## src/rtl/sema_pkg.sv

```systemverilog
package sema_pkg;

  typedef enum logic [1:0] {
    HOLD_NONE  = 2'd0,
    HOLD_LEFT  = 2'd1,
    HOLD_RIGHT = 2'd2
  } holder_t;

  typedef struct packed {
    logic claim;
    logic give;
  } flag_evt_t;

endpackage

```

## src/rtl/sema_port_decode.sv

```systemverilog
module sema_port_decode #(
  parameter int NUM_FLAGS = 8,
  localparam int SEL_W = $clog2(NUM_FLAGS)
) (
  input  logic clk,
  input  logic rst,
  input  logic sem_n,
  input  logic we,
  input  logic [SEL_W-1:0] sel,
  input  logic wdata,
  output sema_pkg::flag_evt_t evt [NUM_FLAGS],
  output logic rd_strobe
);
  import sema_pkg::*;

  logic active_wr;
  assign active_wr = !sem_n && we;
  assign rd_strobe = !sem_n && !we;

  logic [NUM_FLAGS-1:0] claim_vec, give_vec;

  for (genvar g = 0; g < NUM_FLAGS; g++) begin : g_evt
    logic hit;
    assign hit = active_wr && (sel == SEL_W'(g));
    assign claim_vec[g] = hit && !wdata;
    assign give_vec[g]  = hit && wdata;
    assign evt[g].claim = claim_vec[g];
    assign evt[g].give  = give_vec[g];
  end

  AST_ONE_FLAG_TOUCHED: assert property (@(posedge clk) disable iff (rst)
    $onehot0(claim_vec | give_vec));
  AST_IDLE_WHEN_UNSELECTED: assert property (@(posedge clk) disable iff (rst)
    sem_n |-> ($countones(claim_vec | give_vec) == 0));

endmodule

```

## src/rtl/sema_cell.sv

```systemverilog
module sema_cell (
  input  logic clk,
  input  logic rst,
  input  sema_pkg::flag_evt_t lev,
  input  sema_pkg::flag_evt_t rev,
  output logic held_l,
  output logic held_r
);
  import sema_pkg::*;

  holder_t holder_q, holder_d;
  logic wait_l_q, wait_l_d;
  logic wait_r_q, wait_r_d;

  always_comb begin
    holder_d = holder_q;
    wait_l_d = wait_l_q;
    wait_r_d = wait_r_q;
    unique case (holder_q)
      HOLD_NONE: begin
        if (lev.claim) begin
          holder_d = HOLD_LEFT;
          wait_r_d = rev.claim;
        end else if (rev.claim) begin
          holder_d = HOLD_RIGHT;
        end
      end
      HOLD_LEFT: begin
        if (rev.claim) wait_r_d = 1'b1;
        if (rev.give)  wait_r_d = 1'b0;
        if (lev.give) begin
          if ((wait_r_q || rev.claim) && !rev.give) holder_d = HOLD_RIGHT;
          else                                      holder_d = HOLD_NONE;
          wait_r_d = 1'b0;
        end
      end
      HOLD_RIGHT: begin
        if (lev.claim) wait_l_d = 1'b1;
        if (lev.give)  wait_l_d = 1'b0;
        if (rev.give) begin
          if ((wait_l_q || lev.claim) && !lev.give) holder_d = HOLD_LEFT;
          else                                      holder_d = HOLD_NONE;
          wait_l_d = 1'b0;
        end
      end
      default: begin
        holder_d = HOLD_NONE;
        wait_l_d = 1'b0;
        wait_r_d = 1'b0;
      end
    endcase
  end

  always_ff @(posedge clk) begin
    if (rst) begin
      holder_q <= HOLD_NONE;
      wait_l_q <= 1'b0;
      wait_r_q <= 1'b0;
    end else begin
      holder_q <= holder_d;
      wait_l_q <= wait_l_d;
      wait_r_q <= wait_r_d;
    end
  end

  assign held_l = (holder_q == HOLD_LEFT);
  assign held_r = (holder_q == HOLD_RIGHT);

  AST_RESET_FREE: assert property (@(posedge clk)
    $past(rst) |-> (holder_q == HOLD_NONE && !wait_l_q && !wait_r_q));
  AST_TIE_LEFT_WINS: assert property (@(posedge clk) disable iff (rst)
    (holder_q == HOLD_NONE && lev.claim && rev.claim) |=> (holder_q == HOLD_LEFT && wait_r_q));
  AST_NO_STEAL_LEFT: assert property (@(posedge clk) disable iff (rst)
    (holder_q == HOLD_LEFT && !lev.give) |=> (holder_q == HOLD_LEFT));
  AST_NO_STEAL_RIGHT: assert property (@(posedge clk) disable iff (rst)
    (holder_q == HOLD_RIGHT && !rev.give) |=> (holder_q == HOLD_RIGHT));
  AST_WAIT_NEEDS_HOLDER: assert property (@(posedge clk) disable iff (rst)
    (wait_r_q |-> holder_q == HOLD_LEFT) and (wait_l_q |-> holder_q == HOLD_RIGHT));
  AST_HANDOVER_RIGHT: assert property (@(posedge clk) disable iff (rst)
    (holder_q == HOLD_LEFT && lev.give && wait_r_q && !rev.give) |=> (holder_q == HOLD_RIGHT));
  AST_WITHDRAW_LEFT: assert property (@(posedge clk) disable iff (rst)
    (holder_q == HOLD_RIGHT && lev.give) |=> !wait_l_q);

endmodule

```

## src/rtl/sema_readout.sv

```systemverilog
module sema_readout #(
  parameter int NUM_FLAGS = 8,
  localparam int SEL_W = $clog2(NUM_FLAGS)
) (
  input  logic clk,
  input  logic rst,
  input  logic rd_strobe,
  input  logic [SEL_W-1:0] sel,
  input  logic [NUM_FLAGS-1:0] held_mine,
  output logic rdata
);

  always_ff @(posedge clk) begin
    if (rst)            rdata <= 1'b1;
    else if (rd_strobe) rdata <= ~held_mine[sel];
  end

  AST_HOLD_WHEN_IDLE: assert property (@(posedge clk) disable iff (rst)
    !rd_strobe |=> $stable(rdata));

endmodule

```

## src/rtl/sema_bank.sv

```systemverilog
module sema_bank #(
  parameter int NUM_FLAGS = 8,
  localparam int SEL_W = $clog2(NUM_FLAGS)
) (
  input  logic clk,
  input  logic rst,
  input  logic l_sem_n,
  input  logic l_we,
  input  logic [SEL_W-1:0] l_sel,
  input  logic l_wdata,
  output logic l_rdata,
  input  logic r_sem_n,
  input  logic r_we,
  input  logic [SEL_W-1:0] r_sel,
  input  logic r_wdata,
  output logic r_rdata
);
  import sema_pkg::*;

  flag_evt_t l_evt [NUM_FLAGS];
  flag_evt_t r_evt [NUM_FLAGS];
  logic l_rd, r_rd;
  logic [NUM_FLAGS-1:0] held_l, held_r;

  sema_port_decode #(.NUM_FLAGS(NUM_FLAGS)) u_dec_l (
    .clk(clk), .rst(rst), .sem_n(l_sem_n), .we(l_we), .sel(l_sel),
    .wdata(l_wdata), .evt(l_evt), .rd_strobe(l_rd));

  sema_port_decode #(.NUM_FLAGS(NUM_FLAGS)) u_dec_r (
    .clk(clk), .rst(rst), .sem_n(r_sem_n), .we(r_we), .sel(r_sel),
    .wdata(r_wdata), .evt(r_evt), .rd_strobe(r_rd));

  for (genvar g = 0; g < NUM_FLAGS; g++) begin : g_flag
    sema_cell u_cell (
      .clk(clk), .rst(rst), .lev(l_evt[g]), .rev(r_evt[g]),
      .held_l(held_l[g]), .held_r(held_r[g]));
  end

  sema_readout #(.NUM_FLAGS(NUM_FLAGS)) u_rd_l (
    .clk(clk), .rst(rst), .rd_strobe(l_rd), .sel(l_sel),
    .held_mine(held_l), .rdata(l_rdata));

  sema_readout #(.NUM_FLAGS(NUM_FLAGS)) u_rd_r (
    .clk(clk), .rst(rst), .rd_strobe(r_rd), .sel(r_sel),
    .held_mine(held_r), .rdata(r_rdata));

  AST_SINGLE_HOLDER: assert property (@(posedge clk) disable iff (rst)
    (held_l & held_r) == '0);
  AST_RESET_READS_ONE: assert property (@(posedge clk)
    $past(rst) |-> (l_rdata && r_rdata));

endmodule

```

## config.mk

```make
export PLATFORM = sky130hd
export DESIGN_NAME = sema_bank
export DESIGN_NICKNAME = d
export VERILOG_FILES = /design/src/rtl/sema_pkg.sv /design/src/rtl/sema_port_decode.sv /design/src/rtl/sema_cell.sv /design/src/rtl/sema_readout.sv /design/src/rtl/sema_bank.sv
export SDC_FILE = /design/constraint.sdc
export NUM_CORES = 1
export LEC_CHECK = 0
export BUFFER_PORTS_ARGS = -buffer_cell sky130_fd_sc_hd__buf_2
export CAP_MARGIN = 20
export CORE_MARGIN = 10
export CORE_UTILIZATION = 35
export CTS_BUF_LIST = sky130_fd_sc_hd__clkbuf_8
export CTS_CLUSTER_SIZE = 25
export DETAILED_ROUTE_END_ITERATION = 16
export PLACE_DENSITY_LB_ADDON = 0.3
export RECOVER_POWER = 25
export SLEW_MARGIN = 20
export SYNTH_ARGS = -nofsm -noshare
export SYNTH_HDL_FRONTEND = slang
export SYNTH_SLANG_ARGS = --single-unit
```

## constraint.sdc

```tcl
create_clock -name clk -period 1.75 [get_ports clk]
set_clock_uncertainty 0.1 [all_clocks]
set_input_delay 0.2625 -clock clk [delete_from_list [all_inputs] [get_ports clk]]
set_output_delay 0.2625 -clock clk [all_outputs]
set_load 0.005 [all_outputs]
```

=== Yosys cells after proc, flatten, opt, wreduce, memory -nomap -nowiden ===
Index checks and enable logic that the tools add are counted.

* Bitwise gates (word level): 18
* Shift operators: 0
* Eq/ne operators: 78
* Multipliers: 0
* Div/mod/pow operators: 0
* Multiplexer cells: 132
* $add $sub $neg: 0
* Reductions and logical operators: 148
* $lt $le $gt $ge: 2

{| class="wikitable"
|+ Operator list
! cell !! count
|-
| $mux 2 || 40
|-
| $logic_and 1x1->1 || 68
|-
| $mux 1 || 66
|-
| $ne 4x1->1 const B || 16
|-
| $ne 2x1->1 const B || 24
|-
| $pmux 2 s3 || 8
|-
| $reduce_and 3->1 || 16
|-
| $eq 3x3->1 const B || 8
|-
| $ne 3x1->1 const B || 8
|-
| $pmux 1 s3 || 8
|-
| $logic_not 1->1 || 22
|-
| $not 1->1 || 18
|-
| $eq 2x1->1 const B || 8
|-
| $eq 2x2->1 const B || 8
|-
| $logic_not 2->1 || 8
|-
| $logic_or 1x1->1 || 16
|-
| $pmux 1 s2 || 8
|-
| $reduce_and 2->1 || 8
|-
| $reduce_or 2->1 || 8
|-
| $eq 3x2->1 const B || 4
|-
| $lt 3x4->1 const B || 2
|-
| $bmux 1 s3 || 2
|-
| $eq 3x1->1 const B || 2
|-
| $logic_not 3->1 || 2
|}

* Bits in registers: 34
* Input bits: 14
* Output and inout port bits: 2
* Bits in read-only memories: 0
* RAM bits: 0
* Latch bits: 0
* Memories kept: 0

=== Depth between registers and ports, before layout ===
Gate-level depths: netlist (run 1).

* Depth after elaboration: 9
* Depth in mapped cells: 6
* Gate-level depth less buffers: 4

=== Modules after synthesis ===
Synthesis (run 1) repeated with hierarchy kept, for this count alone.

* Cell total of the unflattened synthesis: 314
* Area, all modules: 2692.6 sq um

{| class="wikitable"
|+ Modules (own cells, without submodules)
! module !! instances !! cells each !! area each (sq um)
|-
| sema_cell || 8 || 31 || 277.8
|-
| sema_port_decode || 2 || 24 || 135.1
|-
| sema_readout || 2 || 9 || 100.1
|}

=== Worst setup path before layout (run 1) ===
No wires, ideal clock.

* Kind: input port to flip-flop
* Start: input port r_sem_n
* End: register g_flag[0].u_cell.wait_r_q
* Arrival: 1.470 ns
* Setup slack: 0.077 ns
* Required time: 1.547 ns
* Cell stages on the path: 5
* Cell sequence: buf_2 > or3b_2 > nor3_1 > o21ai_0 > a2111oi_2

* Longest elaborated chain between the ends: 7
* Elaborated cells on any way between the ends: 11

{| class="wikitable"
|+ Ends and longest elaborated chain
! item !! RTL line !! RTL
|-
| start, declared || sema_bank.sv:12 || <nowiki>input logic r_sem_n,</nowiki>
|-
| $logic_not 1->1 (*) || sema_port_decode.sv:17 || <nowiki>assign active_wr = !sem_n && we;</nowiki>
|-
| $logic_and 1x1->1 (*) || sema_port_decode.sv:17 ||
|-
| $logic_and 1x1->1 (*) || sema_port_decode.sv:24 || <nowiki>assign hit = active_wr && (sel == SEL_W'(g));</nowiki>
|-
| $logic_and 1x1->1 || sema_port_decode.sv:26 || <nowiki>assign give_vec[g] = hit && wdata;</nowiki>
|-
| $mux 1 || sema_cell.sv:30 || <nowiki>if (rev.give) wait_r_d = 1'b0;</nowiki>
|-
| $mux 1 || sema_cell.sv:31 || <nowiki>if (lev.give) begin</nowiki>
|-
| $pmux 1 s3 || sema_cell.sv:19 || <nowiki>unique case (holder_q)</nowiki>
|-
| end signal, assigned || sema_cell.sv:62 || <nowiki>wait_r_q <= wait_r_d;</nowiki>
|-
| end, declared || sema_cell.sv:13 || <nowiki>logic wait_r_q, wait_r_d;</nowiki>
|}

Mark *: on every way between the ends. The rest lies on a longest branch, timed or not. The select of a mux whose other input is x is not followed.
A chain may end at the register's enable or synchronous reset.

=== Final worst setup path (run 1) ===
* Start: register g_flag[6].u_cell.holder_q[1]
* End: register u_rd_r.rdata

* Longest elaborated chain between the ends: 4

{| class="wikitable"
|+ Ends and longest elaborated chain
! item !! RTL line !! RTL
|-
| start, declared || sema_cell.sv:11 || <nowiki>holder_t holder_q, holder_d;</nowiki>
|-
| start signal, assigned || sema_cell.sv:60 || <nowiki>holder_q <= holder_d;</nowiki>
|-
| $eq 2x2->1 || sema_cell.sv:67 || <nowiki>assign held_r = (holder_q == HOLD_RIGHT);</nowiki>
|-
| $bmux 1 s3 || sema_readout.sv:15 || <nowiki>else if (rd_strobe) rdata <= ~held_mine[sel];</nowiki>
|-
| $mux 1 (not written as such) || sema_readout.sv:15 ||
|-
| $not 1->1 || sema_readout.sv:15 ||
|-
| end signal, assigned || sema_readout.sv:15 ||
|-
| end, declared || sema_readout.sv:10 || <nowiki>output logic rdata</nowiki>
|}

No other way between the ends. The select of a mux whose other input is x is not followed.

==> results of run 1 <==
-- routing by layer --
metal	vias up	GRT usage (%)	wire (um)
li1	1546	-	-
met3	16	2.984	633
met2	115	24.72	4237
met1	1543	19.90	4084
met4	0	5.112	167
met5	-	0	0
-- metrics by stage --
step | setup TNS, ns | hold WS (ns) | total power [W] | utilization (%) | cells
floorplan | 0 | 0.3161 | 0.001054 | - | 367
global placement | -0.8770 | 0.3536 | 0.001238 | 44.44 | 525
detailed placement | -1.392 | 0.3533 | 0.001246 | 44.44 | 525
CTS | 0 | 0.2713 | 0.001804 | 45.42 | 532
global route | 0 | 0.3149 | 0.001873 | 45.27 | 532
finish | 0 | 0.2793 | 0.001796 | 45.27 | 532
-- kinds of logic after synthesis --
logic type,count (synthesis),synth area share [%]
compound gates,138,36.42
buf+inv,46,6.549
flops,34,24.07
mux,5,3.141
simple gates,144,29.82
-- final cells by class --
class | instances | area share (%)
clock inverters | 2 | 0.2124
multi-input cells | 287 | 55.50
clock buffers | 5 | 1.947
flip-flops and latches | 34 | 19.26
inverters | 11 | 1.168
well taps | 102 | 3.611
repair buffers | 91 | 18.30
-- registers in the layout (all words and copies together), names as in the netlist --
name and flops:
g_flag.u_cell.holder_q 16, g_flag.u_cell.wait_l_q 8, g_flag.u_cell.wait_r_q 8, u_rd_r.rdata 1, u_rd_l.rdata 1
-- power groups by stage --
stage,clock (W),combinational (W),sequential (W)
global route,0.000600,0.000461,0.000812
finish,0.000564,0.000422,0.000809
detailed placement,0,0.000419,0.000827
floorplan,0,0.000238,0.000816
global placement,0,0.000411,0.000826
CTS,0.000574,0.000421,0.000809
-- worst max-delay path, stage by stage, from the launching register on --
cell and delay [ns]:
dfxtp_1 0.38, nor2b_1 0.19, mux4_2 0.46, nor3b_1 0.31
or3_1 0.15
-- worst max-delay path by stage --
stage / startpoint / slack (ns) / endpoint / cells after the start
floorplan: r_sem_n / 0.08 / g_flag[0].u_cell.wait_r_q / 5
global placement: r_sel[1] / -0.11 / g_flag[1].u_cell.holder_q[0] / 5
detailed placement: r_sel[1] / -0.14 / g_flag[0].u_cell.holder_q[1] / 5
CTS: g_flag[1].u_cell.holder_q[0] / 0.12 / u_rd_r.rdata / 4
global route: g_flag[7].u_cell.holder_q[1] / 0.01 / g_flag[7].u_cell.holder_q[1] / 3
finish: g_flag[6].u_cell.holder_q[1] / 0.11 / u_rd_r.rdata / 4
-- cell usage in the layout (no fill, tap or decap), drive strengths merged, types with 5 or more instances in the layout --
cell and count:
o31ai 6, a21o 7, a31oi 6, dfxtp 34
or3 9, nor4b 5, a31o 6, buf 83
a21oi 14, clkbuf 13, nor2 24, nor3 19
o21ai 24, a2111oi 10, nand3b 5, inv 13
a221oi 6, nand3 8, nand2 23, nand2b 10
o21a 5, nor2b 15, a211oi 7
==> impl_metrics.py, run 1 <==
metrics = {
    "timing": {
        "fin_crit_ns": 1.638,
        "worstMarginPinSlew_ns": 0.4304,
        "hold_viol": 0,
        "period_share_pct": 93.60,
        "slew_violations": 0,
        "relSlewSlack_pct": 71.12,
        "worst_slack_ns": 0.1120,
        "max_freq_ghz": 0.6105,
        "finalSetupViolCount": 0,
        "rsz0062_at_grt": "false",
    },
    "clock_tree": {
        "cts.sink_count": 34,
        "cts-hold-fix-buffers": 0,
        "htree_levels": 2,
        "clkSlewWorstSetupHoldPaths_ns": 0.07,
        "ctsResizeCount": 0,
        "cts-root-buf": "clkbuf_8",
        "cts_buffer_depth": 2,
        "tritoncts": "yes",
        "clk_latency_ns": 0.29,
        "cts_made_buffers": 5,
        "postCtsSetupRepairBufs": 0,
    },
    "placement": {
        "placed_cell_area_um2": 3470,
        "dpl.hpwl_um": 7046,
        "globalplace.congestion": 0.9232,
        "dp_slack_ns": -0.1382,
        "io_buffers": 15,
    },
    "hold_path": {
        "hold_path.class": "in -> reg",
        "hold_end": "u_rd_l.rdata",
        "whs_path_depth": 4,
        "worstHoldStart": "l_sel[2]",
    },
    "setup_path": {
        "end_kind": "flip-flop",
        "required_ns": 1.89,
        "crit_fanout": 8,
        "r2r_start": "g_flag[6].u_cell.holder_q[1]",
        "start_kind": "flip-flop",
        "rr_worst_depth": 4,
        "crit_type": "reg -> reg",
        "timing.rr.end": "u_rd_r.rdata",
        "critPathArrivalTime_ns": 1.78,
        "r2r_slack_ns": 0.11,
    },
    "routing": {
        "antenna_left": 0,
        "viasPerCell": 6.053,
        "num_vias": 3220,
        "routed_wl_um": 9124,
        "wl_per_cell_um": 17.15,
        "drt-initial-drc-count": 324,
        "dr.pass1.iters": 5,
        "drc": 0,
    },
    "power_and_ir_drop": {
        "power_density_nw_per_um2": 508.1,
        "power.internal_w": 0.001244,
        "p_clk_share_pct": 31.4,
        "combPwrFrac_pct": 23.5,
        "p_seq_share_pct": 45.1,
        "netSwitchingPower_w": 0.0005518,
        "p_leak_nw": 1.323,
        "p_sw_share_pct": 30.73,
        "irDropWorstVdd_v": 0.0002372,
    },
    "floorplan": {
        "io_pins": 16,
        "fp.dieW_um": 109.9,
        "num_rows": 32,
        "die_h_um": 109.9,
        "die_area_um2": 12070,
        "start_util_pct": 36.22,
        "coreArea_um2": 7807,
    },
    "cells_and_area": {
        "final_net_count": 444,
        "final_area_um2": 3535,
        "seq_area_um2": 680.7,
        "drive_gt1_share_pct": 26.51,
        "fillerInstances": 799,
        "n_antenna_cell": 0,
        "multi_input_area_um2": 1962,
        "area_growth_pct": 25.00,
    },
    "logic_synthesis": {
        "synth_top_area_share_pct": 24.07,
        "ys_ff_latch": 34,
        "yosysSeqAreaShare_pct": 24.07,
        "synth_common_cells": "34 x dfxtp_1, 24 x clkbuf_1, 24 x nor2_1, 24 x o21ai_0, 23 x nand2_1",
        "async_flop_share_pct": 0,
        "synth.distinct_cells": 67,
        "synth_edf_count": 0,
        "synth_fp_nets": 381,
        "syn-mean-instance-area_um2": 7.705,
        "ys_top_cells_by_area": "dfxtp_1 24%, o21ai_0 4.2%, nor2b_1 3.3%",
        "synth_ff_type": "dfxtp_1",
        "synth.most_common_cell": "dfxtp_1",
        "synth_area_um2": 2828,
        "yosys_warnings": 0,
        "netlist_instances": 367,
        "yosys.area.top_type": "dfxtp_1",
    },
    "global_route": {
        "grt_pass1_wl_um": 14860,
        "overflow": 0,
        "grt_util_all_layers_pct": 15.31,
        "grt_pass1_vias": 3054,
        "grt_max_degree": 17,
        "antenna_found_initial": 0,
    },
    "flow_run": {
        "drv_cap": 0,
    },
    "status": {
        "outcome": "finished clean",
    },
}
Note: power is estimated with default switching activity, not from simulation.
==> run 2, diff against run 1 <==
--- a/config.mk
+++ b/config.mk
@@ -17,4 +17,6 @@
 export SLEW_MARGIN = 20
 export SYNTH_ARGS = -nofsm -noshare
 export SYNTH_HDL_FRONTEND = slang
+export SYNTH_HIERARCHICAL = 1
 export SYNTH_SLANG_ARGS = --single-unit
+export TNS_END_PERCENT = 20
==> impl_metrics.py, run 2 <==
metrics = {
    "cells_and_area": {
        "layout_common_cells": "67 x buf_4, 42 x nor2_1, 34 x dfxtp_1",
        "area_growth_pct": 25.09,
        "top_register": "g_flag.u_cell/holder_q",
        "drive_gt1_share_pct": 32.91,
        "final_net_count": 408,
        "layout_commonest_cell": "buf_4",
        "fin_cells": 494,
        "reg.largest.list": "g_flag.u_cell/holder_q (16), g_flag.u_cell/wait_l_q (8), g_flag.u_cell/wait_r_q (8)",
        "largest_reg_flops": 16,
        "n_antenna_cell": 0,
    },
    "power_and_ir_drop": {
        "power_density_nw_per_um2": 485.7,
        "p_clk_share_pct": 37.6,
        "power.internal_w": 0.001207,
        "p_leak_nw": 1.292,
        "p_seq_share_pct": 48.1,
        "p_sw_share_pct": 26.22,
        "combPwrFrac_pct": 14.3,
        "netSwitchingPower_w": 0.0004289,
        "irDropWorstVdd_v": 0.0002202,
    },
    "timing": {
        "period_share_pct": 92.01,
        "max_freq_ghz": 0.6211,
        "worstMarginPinSlew_ns": 0.5362,
        "rsz0062_at_grt": "false",
        "finalSetupViolCount": 0,
        "relSlewSlack_pct": 64.25,
        "slew_violations": 0,
        "hold_viol": 0,
        "fin_crit_ns": 1.610,
        "worst_slack_ns": 0.1398,
    },
    "logic_synthesis": {
        "syn-mean-instance-area_um2": 8.575,
        "yosys_warnings": 6,
        "synth_top_area_share_pct": 25.28,
        "synth.most_common_cell": "nor2_1",
        "ys_ff_latch": 34,
        "async_flop_share_pct": 0,
        "synth_fp_nets": 328,
        "synth_common_cells": "42 x nor2_1, 34 x dfxtp_1, 32 x a21oi_1",
        "synth_ff_type": "dfxtp_1",
        "synth.distinct_cells": 27,
        "yosys.area.top_type": "dfxtp_1",
        "ys_top_cells_by_area": "dfxtp_1 25%, mux2i_1 6.7%, a21oi_1 5.9%",
        "synth_area_um2": 2693,
        "netlist_instances": 314,
        "yosysSeqAreaShare_pct": 25.28,
        "synth_edf_count": 0,
    },
    "setup_path": {
        "start_kind": "input pin",
        "end_kind": "flip-flop",
        "timing.rr.end": "u_rd_l/rdata",
        "required_ns": 1.88,
        "rr_worst_depth": 5,
        "crit_fanout": 4,
        "r2r_slack_ns": 0.23,
        "r2r_start": "g_flag[5].u_cell/holder_q[1]",
        "critPathArrivalTime_ns": 1.74,
        "crit_type": "in -> reg",
    },
    "placement": {
        "dp.cells": 486,
        "io_buffers": 15,
        "dpl.hpwl_um": 5478,
        "dp_slack_ns": -0.1564,
        "globalplace.congestion": 0.8936,
    },
    "floorplan": {
        "die_h_um": 107.7,
        "die_area_um2": 11600,
        "start_util_pct": 36.54,
        "io_pins": 16,
        "fp.dieW_um": 107.7,
        "num_rows": 31,
        "coreArea_um2": 7370,
    },
    "routing": {
        "dr.pass1.iters": 4,
        "viasPerCell": 5.174,
        "drt-initial-drc-count": 72,
        "routed_wl_um": 6848,
        "num_vias": 2556,
        "wl_per_cell_um": 13.86,
        "drc": 0,
        "antenna_left": 0,
    },
    "global_route": {
        "overflow": 0,
        "grt_util_all_layers_pct": 12.09,
        "met2_usage_pct": 20.60,
        "grt_max_degree": 20,
        "grt_use_met3_pct": 2.096,
        "busiest_layer": "met2",
        "grt_pass1_vias": 2412,
        "use_met1_pct": 15.05,
        "grt_pass1_wl_um": 11550,
        "antenna_found_initial": 0,
    },
    "hold_path": {
        "hold_end": "u_rd_l/rdata",
        "worstHoldStart": "l_sem_n",
        "whs_path_depth": 4,
        "hold_path.class": "in -> reg",
    },
    "clock_tree": {
        "cts-root-buf": "clkbuf_8",
        "clk_latency_ns": 0.29,
        "cts_buffer_depth": 2,
        "tritoncts": "yes",
        "postCtsSetupRepairBufs": 0,
        "cts_made_buffers": 5,
        "clkSlewWorstSetupHoldPaths_ns": 0.08,
        "ctsResizeCount": 0,
        "cts.sink_count": 34,
        "cts-hold-fix-buffers": 0,
        "htree_levels": 2,
    },
    "flow_run": {
        "drv_cap": 0,
    },
    "status": {
        "outcome": "finished clean",
    },
}
==> run 2: cell type report <==
cell class                 count  area (um2)
inverter                      26       97.59
fill                         744        4001
clock buffer                   6       82.58
tap                           99       123.9
timing repair buffer          89       610.6
sequential                    34       680.7
multi-input combinational    238        1764
clock inverter                 2       8.758
==> run 2: how the worst max path moves through the flow <==
stage / startpoint / to / slack, ns / cells after the start
after floorplan: l_sel[0] / g_flag[2].u_cell/wait_r_q / -0.07 / 6
after global placement: l_sel[0] / g_flag[0].u_cell/holder_q[0] / -0.12 / 7
after detailed placement: l_sel[0] / g_flag[2].u_cell/holder_q[0] / -0.16 / 7
after CTS: l_sel[0] / g_flag[2].u_cell/holder_q[0] / 0.15 / 7
after global routing: l_sel[0] / g_flag[2].u_cell/holder_q[0] / 0.02 / 7
final: l_sel[0] / g_flag[2].u_cell/holder_q[0] / 0.14 / 7
==> run 2: worst max-delay path: stages <==
cell	delay, ns
buf_2	0.11
or4b_4	0.56
nor2_1	0.16
buf_4	0.14
a21oi_1	0.04
o32a_1	0.30
nor3_2	0.15
==> run 2: stage by stage <==
step	hold slack [ns]	area [um2]	power [W]	TNS (ns)	utilization [%]
floorplan	0.2322	2693	0.0009204	-0.1376	-
global placement	0.3733	3297	0.001039	-1.075	44.74
detailed placement	0.3856	3297	0.001041	-1.376	44.74
CTS	0.2704	3388	0.001665	0	45.98
global route	0.2934	3368	0.001728	0	45.70
finish	0.2683	3368	0.001636	0	45.70
==> run 2: cells by family (layout without fill, tap and decap cells) <==
kind of cell	after synthesis	after routing	synth area share [%]
simple gates	122	122	29.09
compound gates	94	94	27.23
buf+inv	42	123	9.201
flops	34	34	25.28
mux	22	22	9.200
==> run 2: power by group through the flow <==
stage               sequential, W  clock [W]  combinational [W]
CTS                      0.000787   0.000641           0.000236
finish                   0.000787   0.000615           0.000234
detailed placement       0.000805          0           0.000235
floorplan                0.000803          0           0.000117
global route             0.000789   0.000682           0.000257
global placement         0.000805          0           0.000234
==> run 2: metal layers <==
metal  part of all wire [%]  up-vias
li1                       -     1337
met1                     48     1196
met2                     49       19
met3                    1.9        4
met4                    1.1        0
met5                      0        -
==> run 3, diff against run 2 <==
--- a/config.mk
+++ b/config.mk
@@ -5,6 +5,7 @@
 export SDC_FILE = /design/constraint.sdc
 export NUM_CORES = 1
 export LEC_CHECK = 0
+export ABC_AREA = 1
 export BUFFER_PORTS_ARGS = -buffer_cell sky130_fd_sc_hd__buf_2
 export CAP_MARGIN = 20
 export CORE_MARGIN = 10
@@ -14,6 +15,7 @@
 export DETAILED_ROUTE_END_ITERATION = 16
 export PLACE_DENSITY_LB_ADDON = 0.3
 export RECOVER_POWER = 25
+export SETUP_SLACK_MARGIN = 0.05
 export SLEW_MARGIN = 20
 export SYNTH_ARGS = -nofsm -noshare
 export SYNTH_HDL_FRONTEND = slang
==> impl_metrics.py, run 3 <==
metrics = {
    "global_route": {
        "antenna_found_initial": 0,
        "overflow": 0,
        "grt_pass1_vias": 2793,
        "grt_max_degree": 19,
        "grt_pass1_wl_um": 12100,
        "grt_util_all_layers_pct": 12.27,
    },
    "timing": {
        "fin_crit_ns": 1.451,
        "max_freq_ghz": 0.6892,
        "slew_violations": 0,
        "hold_viol": 0,
        "period_share_pct": 82.91,
        "fin_setup_tns_ns": 0,
        "relSlewSlack_pct": 66.94,
        "worst_slack_ns": 0.2991,
        "rsz0062_at_grt": "false",
        "finalSetupViolCount": 0,
        "worstMarginPinSlew_ns": 0.4921,
    },
    "setup_path": {
        "end_kind": "flip-flop",
        "start_kind": "input pin",
        "critPathMostFrequentCell": "nor2_1",
        "crit_fanout": 9,
        "cpLargestDelayFamily": "simple AND/OR/NAND/NOR gates",
        "critPathArrivalTime_ns": 1.54,
        "crit_chain": "buf_2 > inv_1 > nand2_1 > nor3_1 > nor2_1 > nand2_2 > nand3_2 > nor2_1 > nor2_1",
        "crit_type": "in -> reg",
        "required_ns": 1.84,
        "slowest_stage": "nor3_1",
        "worstPathBufferInverterCount": 2,
        "max_stage_delay_ns": 0.44,
    },
    "status": {
        "outcome": "finished clean",
    },
    "logic_synthesis": {
        "synth_fp_nets": 520,
        "synth_common_cells": "140 x nand2_1, 72 x inv_1, 64 x nand3_1, 64 x nor2_1, 36 x inv_2",
        "netlist_instances": 506,
        "synth.distinct_cells": 15,
        "synth_area_um2": 2755,
        "syn-mean-instance-area_um2": 5.445,
        "synth_top_family_by_area": "simple AND/OR/NAND/NOR gates",
        "synthMuxAreaShare_pct": 0,
        "synthSimpleGateAreaFrac_pct": 53.59,
        "ys_top_cells_by_area": "dfxtp_1 25%, nand2_1 19%, nand3_1 12%",
        "synth-compound-area-share_pct": 6.449,
        "yosysSeqAreaShare_pct": 24.70,
        "synth_ff_type": "dfxtp_1",
        "synthXorXnorAreaFrac_pct": 0,
        "synth_fa_ha_area_share_pct": 0,
        "synth_top_area_share_pct": 24.70,
        "yosys_warnings": 6,
        "ys_ff_latch": 34,
        "synth_edf_count": 0,
        "async_flop_share_pct": 0,
        "synth.most_common_cell": "nand2_1",
        "yosys.area.top_type": "dfxtp_1",
    },
    "clock_tree": {
        "clkSlewWorstSetupHoldPaths_ns": 0.08,
        "cts_made_buffers": 5,
        "cts-hold-fix-buffers": 0,
        "cts_buffer_depth": 2,
        "cts.sink_count": 34,
        "cts-root-buf": "clkbuf_8",
        "clk_latency_ns": 0.29,
        "htree_levels": 2,
        "tritoncts": "yes",
        "ctsResizeCount": 0,
        "postCtsSetupRepairBufs": 0,
    },
    "hold_path": {
        "hold_path.class": "in -> reg",
    },
    "routing": {
        "num_vias": 2995,
        "wl_per_cell_um": 11.26,
        "viasPerCell": 4.746,
        "drt-initial-drc-count": 209,
        "drc": 0,
        "routed_wl_um": 7105,
        "antenna_left": 0,
        "dr.pass1.iters": 5,
    },
    "floorplan": {
        "fp.dieW_um": 108.7,
        "start_util_pct": 35.84,
        "die_h_um": 108.7,
        "die_area_um2": 11820,
        "num_rows": 32,
        "coreArea_um2": 7687,
        "io_pins": 16,
    },
    "placement": {
        "io_buffers": 15,
        "globalplace.congestion": 0.8858,
        "dp.cells": 623,
        "dp_slack_ns": 0.04085,
        "dpl.hpwl_um": 5675,
    },
    "power_and_ir_drop": {
        "p_leak_nw": 1.570,
        "fin_total_pwr_w": 0.003287,
        "irDropWorstVdd_v": 0.0004489,
        "power_density_nw_per_um2": 1080,
    },
    "cells_and_area": {
        "drive_gt1_share_pct": 15.88,
        "area_growth_pct": 10.49,
        "fillerInstances": 878,
        "final_core_util_pct": 39.60,
        "layout_common_cells": "140 x nand2_1, 75 x inv_1, 64 x nand3_1, 64 x nor2_1",
        "layout_commonest_cell": "nand2_1",
        "n_antenna_cell": 0,
        "largest_reg_flops": 16,
        "top_register": "g_flag.u_cell/holder_q",
        "final_net_count": 542,
        "reg.largest.list": "g_flag.u_cell/holder_q (16), g_flag.u_cell/wait_l_q (8), g_flag.u_cell/wait_r_q (8)",
        "fin_cells": 631,
    },
    "flow_run": {
        "drv_cap": 0,
    },
}
==> run 3: area by class of cell <==
class	instances	area [um2]	share of cell area, %
Clock inverter	2	8.758	0.2877
Multi-Input combinational cell	362	1654	54.34
Clock buffer	6	82.58	2.713
Tap cell	102	127.6	4.192
Sequential cell	34	680.7	22.36
Timing Repair Buffer	17	85.08	2.795
Inverter	108	405.4	13.32
==> run 3: where the power goes <==
part / total, W / switching [W] / internal, W
Combinational: 0.00156 / 0.00101 / 0.000546
Clock: 0.000627 / 0.000315 / 0.000312
Sequential: 0.00110 / 0.000192 / 0.000908
==> run 3: final timing paths <==
check	start	end	slack, ns	depth (start not counted)
max	l_sel[0]	g_flag[6].u_cell/holder_q[0]	0.30	9
min	r_sem_n	u_rd_r/rdata	0.20	4
max reg2reg	g_flag[5].u_cell/holder_q[1]	u_rd_r/rdata	0.55	7
min reg2reg	u_rd_l/rdata	u_rd_l/rdata	0.39	2
==> run 3: cell families (layout without fill, tap and decap cells) <==
| logic type | Yosys count | count (layout) |
|---|---|---|
| flops | 34 | 34 |
| compound gates | 34 | 34 |
| simple gates | 328 | 328 |
| buf+inv | 110 | 133 |
==> run 3: stage by stage <==
step,hold WS (ns),area [um2]
global route,0.2472,3044
finish,0.1981,3044
floorplan,0.2503,2755
CTS,0.1980,3049
detailed placement,0.3659,2958
global placement,0.3619,2958
==> run 3: per-layer routing <==
| metal | part of all wire, % | wire length, um | GRT usage [%] |
|---|---|---|---|
| met3 | 4.8 | 341 | 3.009 |
| met1 | 47 | 3359 | 14.97 |
| met2 | 46 | 3295 | 20.73 |
| met4 | 1.5 | 109 | 3.955 |
| met5 | 0 | 0 | 0 |
==> run 3: worst reg2reg max path, cell delays in order, from the launching register on <==
cell and delay [ns]:
dfxtp_1 0.41, nand2_1 0.12, inv_2 0.11, nand2_1 0.06, nand3_1 0.09, nand3_1 0.08
nand3_1 0.08, nand2_1 0.05
